--- config.mk ---
export PLATFORM = sky130hd
export DESIGN_NAME = vblank_nmi_top
export DESIGN_NICKNAME = d
export VERILOG_FILES = /design/src/rtl/vbl_pkg.sv /design/src/rtl/vbl_event_decode.sv /design/src/rtl/vbl_flag_reg.sv /design/src/rtl/nmi_gate.sv /design/src/rtl/vblank_nmi_top.sv
export SDC_FILE = /design/constraint.sdc
export NUM_CORES = 1
export LEC_CHECK = 0
export ABC_AREA = 1
export BUFFER_PORTS_ARGS = -buffer_cell sky130_fd_sc_hd__buf_2
export CAP_MARGIN = 5
export CORE_AREA = 2 2 39 41
export CTS_BUF_LIST = sky130_fd_sc_hd__clkbuf_8
export DETAILED_ROUTE_END_ITERATION = 16
export DIE_AREA = 0 0 41 43
export GPL_TIMING_DRIVEN = 0
export PLACE_DENSITY_LB_ADDON = 0.2
export SLEW_MARGIN = 20
export SYNTH_ARGS = -nofsm -noshare
export SYNTH_HDL_FRONTEND = slang
export SYNTH_SLANG_ARGS = --single-unit
--- constraint.sdc ---
create_clock -name clk -period 0.8 [get_ports clk]
set_input_delay 0.08 -clock clk [delete_from_list [all_inputs] [get_ports clk]]
set_output_delay 0.08 -clock clk [all_outputs]
set_load 0.02 [all_outputs]
--- src/rtl/vbl_pkg.sv ---
package vbl_pkg;
    localparam int LINE_W    = 9;
    localparam int DOT_W     = 9;
    localparam int SET_LINE  = 241;
    localparam int CLR_LINE  = 261;
    localparam int EDGE_DOT  = 1;

    typedef struct packed {
        logic flag;
    } vbl_state_t;

    typedef struct packed {
        logic en;
    } nmi_state_t;
endpackage

--- src/rtl/vbl_event_decode.sv ---
module vbl_event_decode #(
    parameter int LINE_W   = vbl_pkg::LINE_W,
    parameter int DOT_W    = vbl_pkg::DOT_W,
    parameter int SET_LINE = vbl_pkg::SET_LINE,
    parameter int CLR_LINE = vbl_pkg::CLR_LINE,
    parameter int EDGE_DOT = vbl_pkg::EDGE_DOT
) (
    input  logic [LINE_W-1:0] line_i,
    input  logic [DOT_W-1:0]  dot_i,
    output logic              set_o,
    output logic              clr_o
);
    localparam logic [LINE_W-1:0] SET_L = LINE_W'(SET_LINE);
    localparam logic [LINE_W-1:0] CLR_L = LINE_W'(CLR_LINE);
    localparam logic [DOT_W-1:0]  EDGE_D = DOT_W'(EDGE_DOT);

    logic at_edge;

    always_comb begin
        at_edge = (dot_i == EDGE_D);
        set_o   = at_edge && (line_i == SET_L);
        clr_o   = at_edge && (line_i == CLR_L);
    end
endmodule

--- src/rtl/vbl_flag_reg.sv ---
module vbl_flag_reg (
    input  logic clk,
    input  logic rst_n,
    input  logic set_i,
    input  logic clr_i,
    input  logic rd_i,
    output logic flag_o,
    output logic rd_data_o
);
    import vbl_pkg::*;

    vbl_state_t st_d, st_q;

    always_comb begin
        st_d = st_q;
        if (clr_i || rd_i) st_d.flag = 1'b0;
        if (set_i)         st_d.flag = 1'b1;   // set wins over a same-cycle read
    end

    always_ff @(posedge clk) begin
        if (!rst_n) st_q <= '0;
        else        st_q <= st_d;
    end

    assign flag_o    = st_q.flag;
    assign rd_data_o = rd_i & st_q.flag;

    a_r1_flag_sets: assert property (@(posedge clk) disable iff (!rst_n)
        set_i |=> flag_o);
    a_r4_read_clears: assert property (@(posedge clk) disable iff (!rst_n)
        (rd_i && !set_i) |=> !flag_o);
    a_r5_preline_clears: assert property (@(posedge clk) disable iff (!rst_n)
        (clr_i && !set_i) |=> !flag_o);
endmodule

--- src/rtl/nmi_gate.sv ---
module nmi_gate (
    input  logic clk,
    input  logic rst_n,
    input  logic wr_i,
    input  logic en_data_i,
    input  logic flag_i,
    output logic en_o,
    output logic nmi_o
);
    import vbl_pkg::*;

    nmi_state_t st_d, st_q;

    always_comb begin
        st_d = st_q;
        if (wr_i) st_d.en = en_data_i;
    end

    always_ff @(posedge clk) begin
        if (!rst_n) st_q <= '0;
        else        st_q <= st_d;
    end

    assign en_o  = st_q.en;
    assign nmi_o = st_q.en & flag_i;

    a_r6_enable_holds: assert property (@(posedge clk) disable iff (!rst_n)
        !wr_i |=> $stable(en_o));
    a_r3_enable_loads: assert property (@(posedge clk) disable iff (!rst_n)
        wr_i |=> (en_o == $past(en_data_i)));
endmodule

--- src/rtl/vblank_nmi_top.sv ---
module vblank_nmi_top #(
    parameter int LINE_W   = vbl_pkg::LINE_W,
    parameter int DOT_W    = vbl_pkg::DOT_W,
    parameter int SET_LINE = vbl_pkg::SET_LINE,
    parameter int CLR_LINE = vbl_pkg::CLR_LINE,
    parameter int EDGE_DOT = vbl_pkg::EDGE_DOT
) (
    input  logic              clk,
    input  logic              rst_n,
    input  logic [LINE_W-1:0] scan_line_i,
    input  logic [DOT_W-1:0]  scan_dot_i,
    input  logic              ctl_wr_i,
    input  logic              ctl_nmi_en_i,
    input  logic              stat_rd_i,
    output logic              stat_vbl_o,
    output logic              vblank_o,
    output logic              nmi_req_o
);
    logic set_evt, clr_evt, en_q;

    vbl_event_decode #(
        .LINE_W(LINE_W), .DOT_W(DOT_W), .SET_LINE(SET_LINE),
        .CLR_LINE(CLR_LINE), .EDGE_DOT(EDGE_DOT)
    ) u_dec (
        .line_i(scan_line_i), .dot_i(scan_dot_i),
        .set_o(set_evt), .clr_o(clr_evt)
    );

    vbl_flag_reg u_flag (
        .clk(clk), .rst_n(rst_n), .set_i(set_evt), .clr_i(clr_evt),
        .rd_i(stat_rd_i), .flag_o(vblank_o), .rd_data_o(stat_vbl_o)
    );

    nmi_gate u_gate (
        .clk(clk), .rst_n(rst_n), .wr_i(ctl_wr_i), .en_data_i(ctl_nmi_en_i),
        .flag_i(vblank_o), .en_o(en_q), .nmi_o(nmi_req_o)
    );

    // after a read (not racing the set position) no request can remain
    a_r4_read_blocks_nmi: assert property (@(posedge clk) disable iff (!rst_n)
        (stat_rd_i && !set_evt) |=> !nmi_req_o);
    // with enable held high, the set position raises the request
    a_r2_nmi_on_set: assert property (@(posedge clk) disable iff (!rst_n)
        (set_evt && en_q && !ctl_wr_i) |=> nmi_req_o);
    // the pre-render position leaves no request behind
    a_r5_no_nmi_preline: assert property (@(posedge clk) disable iff (!rst_n)
        (clr_evt && !set_evt) |=> !nmi_req_o);
endmodule

==> flow_summary_export.csv <==
group,metric,value,unit
status,outcome,"complete, but fails checks",
status,violations,"setup timing",
placement,place_area,372,um2
synthesis,ys_types,12,
clock_tree,cts_root_buffer,"clkbuf_8",
clock_tree,cts_tree,"done",
clock_tree,htreeDepth,1,
setup_path,reg2reg_slack,0.09,ns
clock_tree,post_cts_buffers,0,
layout,antenna_cells,0,
setup_path,worst_ep_arrival_time,0.75,ns
timing,finalSetupViolCount,2,
setup_path,critPathRequiredTime,0.72,ns
global_routing,grt_first_pass_wirelength,703,um
clock_tree,cts.sinks,2,
synthesis,synthCells,38,
synthesis,syn_nets,61,
pwr,p_seq_share,17.9,%
clock_tree,hold_buffers,0,
layout,stdcell_count,82,
synthesis,ys.flop_type,"dfxtp_1",
synthesis,synth_common_cells,"inv_1, nor2_1, nand2_1, nor2_2, nand3_1",
synthesis,postSynthAreaPerCell,5.93,um2
die,die-area,1760,um2
min_path,hold_start,"ctl_wr_i",
setup_path,crit_path_cell_trace,"nand2_1 -> inv_1 -> buf_6",
global_routing,grt_overflow,0,
min_path,holdCritPathClass,"input port to flop",
pwr,p_sw_share,19.4,%
die,rows,14,
drt,antenna_left,0,
setup_path,start_kind,"flop",
timing,fmax,1210,MHz
min_path,hold_end,"u_gate.en_o",
synthesis,ys_warn_count,0,
drt,drtIter0Drc,0,
setup_path,slowest_delay,0.33,ns
pwr,total_leakage_power,0.233,nW
clock_tree,clockBufferDepth,2,
setup_path,timing.critical_path.max_delay_family,"flip-flops",
layout,finish.utilization,30.7,%
setup_path,crit_path_end_kind,"output pin",
drt,via_per_inst,3.78,
die,die_x,41,um
die,ios,26,
setup_path,critPathKind,"flop to output pin",
global_routing,grt_pass1_vias,234,
timing,finalHoldViolations,0,
drt,drt_wl_total,508,um
synthesis,synth-edff-count,0,
global_routing,grt_max_degree,5,
timing,relSlewSlack,91.2,%
drt,drc,0,
synthesis,ys_seq_elements,2,
setup_path,worstReg2RegEnd,"u_flag.flag_o",
synthesis,async_flop_share,0,%
flow_run,cap_violations,0,
pwr,internal-power,474,uW
setup_path,critPathMaxFanout,4,
clock_tree,insertion_delay,0.21,ns
synthesis,post-synth-top-count-cell,"inv_1",
setup_path,crit_path_top_delay_cell,"dfxtp_2",
pwr,clkPwrFrac,66.1,%
clock_tree,cts_buffers,3,
placement,globalplace.congestion,0.594,
setup_path,r2r-start,"u_flag.flag_o",
setup_path,critPathBufInv,2,
drt,routedWlPerCell,6.20,um
layout,final_area,425,um2
timing,finalClockSkew,0,ns
timing,rsz0062_at_grt,"yes",
placement,numPlacedInstances,79,
die,initial_core_util,16.3,%
timing,finalMaxSlewViolations,0,
synthesis,yosysSeqAreaShare,17.8,%
layout,area_growth,88.9,%
placement,io_buffers,25,
synthesis,syn_area,225,um2
global_routing,antenna_found_initial,0,
pwr,comb_power_share,15.9,%
pwr,p_sw,114,uW
clock_tree,clk_pin_slew,0.03,ns
timing,fin_ws,-0.0279,ns
die,core_area,1380,um2
pwr,p_per_area,1380,nW/um2
global_routing,grt_use_total,6.21,%
setup_path,worstRegToRegCells,4,
pwr,vdd_ir_drop_max,0.000324,V
timing,fin_crit_sh,103,%
layout,layout-drive-gt1-share,57.6,%
drt,vias,310,
placement,dp_hpwl,460,um
synthesis,yosys.area.top_type,"inv_1",
drt,dr.pass1.iters,1,
timing,period_minus_slack,0.828,ns
synthesis,synth.top_cell.area_share,18.3,%
min_path,min_path_cells,2,
layout,fin_nets,91,
die,die_h,43,um
synthesis,synth_area_leaders,"inv_1, dfxtp_1, nor2_1",
timing,tightestPinTransition,0.131,ns
[cell families after synthesis]
logic type | count (synthesis) | synth area share (%)
compound gates | 3 | 8.33
buf+inv | 11 | 18.3
flops | 2 | 17.8
simple gates | 22 | 55.6
[flip-flops by register name, summed over array words and instances, names as in the netlist]
register / count
u_flag.flag_o: 1
u_gate.en_o: 1
[power by group through the flow]
stage / combinational, mW / sequential, mW / clock [mW]
after global placement: 0.0935 / 0.107 / 0
after floorplan: 0.0339 / 0.106 / 0
after global routing: 0.106 / 0.106 / 0.412
after CTS: 0.0956 / 0.106 / 0.403
final: 0.0939 / 0.106 / 0.389
after detailed placement: 0.0955 / 0.107 / 0
[worst max path at each step]
stage | startpoint | endpoint | slack [ns] | cells past startpoint
3_3_place_gp | scan_dot_i[2] | u_flag.flag_o | 0.02 | 7
2_1_floorplan | u_flag.flag_o | u_flag.flag_o | 0.07 | 4
6_report | u_flag.flag_o | stat_vbl_o | -0.03 | 3
5_1_grt | u_flag.flag_o | nmi_req_o | -0.08 | 3
3_5_place_dp | scan_dot_i[8] | u_flag.flag_o | 0.02 | 7
4_1_cts | u_flag.flag_o | nmi_req_o | -0.04 | 3
[cell usage in the layout (no fill, tap or decap)]
master	Yosys	final
clkbuf_8	0	3
nand2_1	4	4
nand3_2	2	2
nor2_1	7	7
buf_6	0	2
dfxtp_1	2	1
nand3b_1	1	1
nand3_1	3	3
a21oi_2	1	1
inv_2	0	1
nor2_2	4	4
buf_2	0	23
a21oi_1	1	1
inv_1	11	10
dfxtp_2	0	1
o21ai_0	1	1
nor3_4	1	1
[area by class of cell]
class | instances | area, um2
Clock buffer | 3 | 41.3
Fill cell | 165 | 958
Inverter | 11 | 41.3
Multi-Input combinational cell | 25 | 144
Sequential cell | 2 | 41.3
Tap cell | 16 | 20.0
Timing Repair Buffer | 25 | 138
[stage by stage]
step	setup slack (ns)	power (mW)	hold slack, ns	setup TNS [ns]
global placement	0.0157	0.200	0.271	0
detailed placement	0.0188	0.202	0.272	0
finish	-0.0279	0.589	0.0608	-0.0513
CTS	-0.0378	0.605	0.0549	-0.0752
global route	-0.0826	0.625	0.0745	-0.166
floorplan	0.0712	0.140	0.173	0
[repair_timing]
| item | in CTS | in global routing |
|---|---|---|
| gates cloned | 0 | 0 |
| pin swaps | 1 | 0 |
| endpoints found under the setup margin | 2 | 3 |
| gates resized for setup | 4 | 1 |
[metal layers]
| layer | up-vias | share of wire, % | GRT usage (%) |
|---|---|---|---|
| met3 | 0 | 8.5 | 1.57 |
| met2 | 11 | 53 | 10.0 |
| met1 | 130 | 39 | 4.79 |
| met4 | 0 | 0 | 8.00 |
| li1 | 169 | - | - |
| met5 | - | 0 | 0 |
Note: power is estimated with default switching activity, not from simulation.
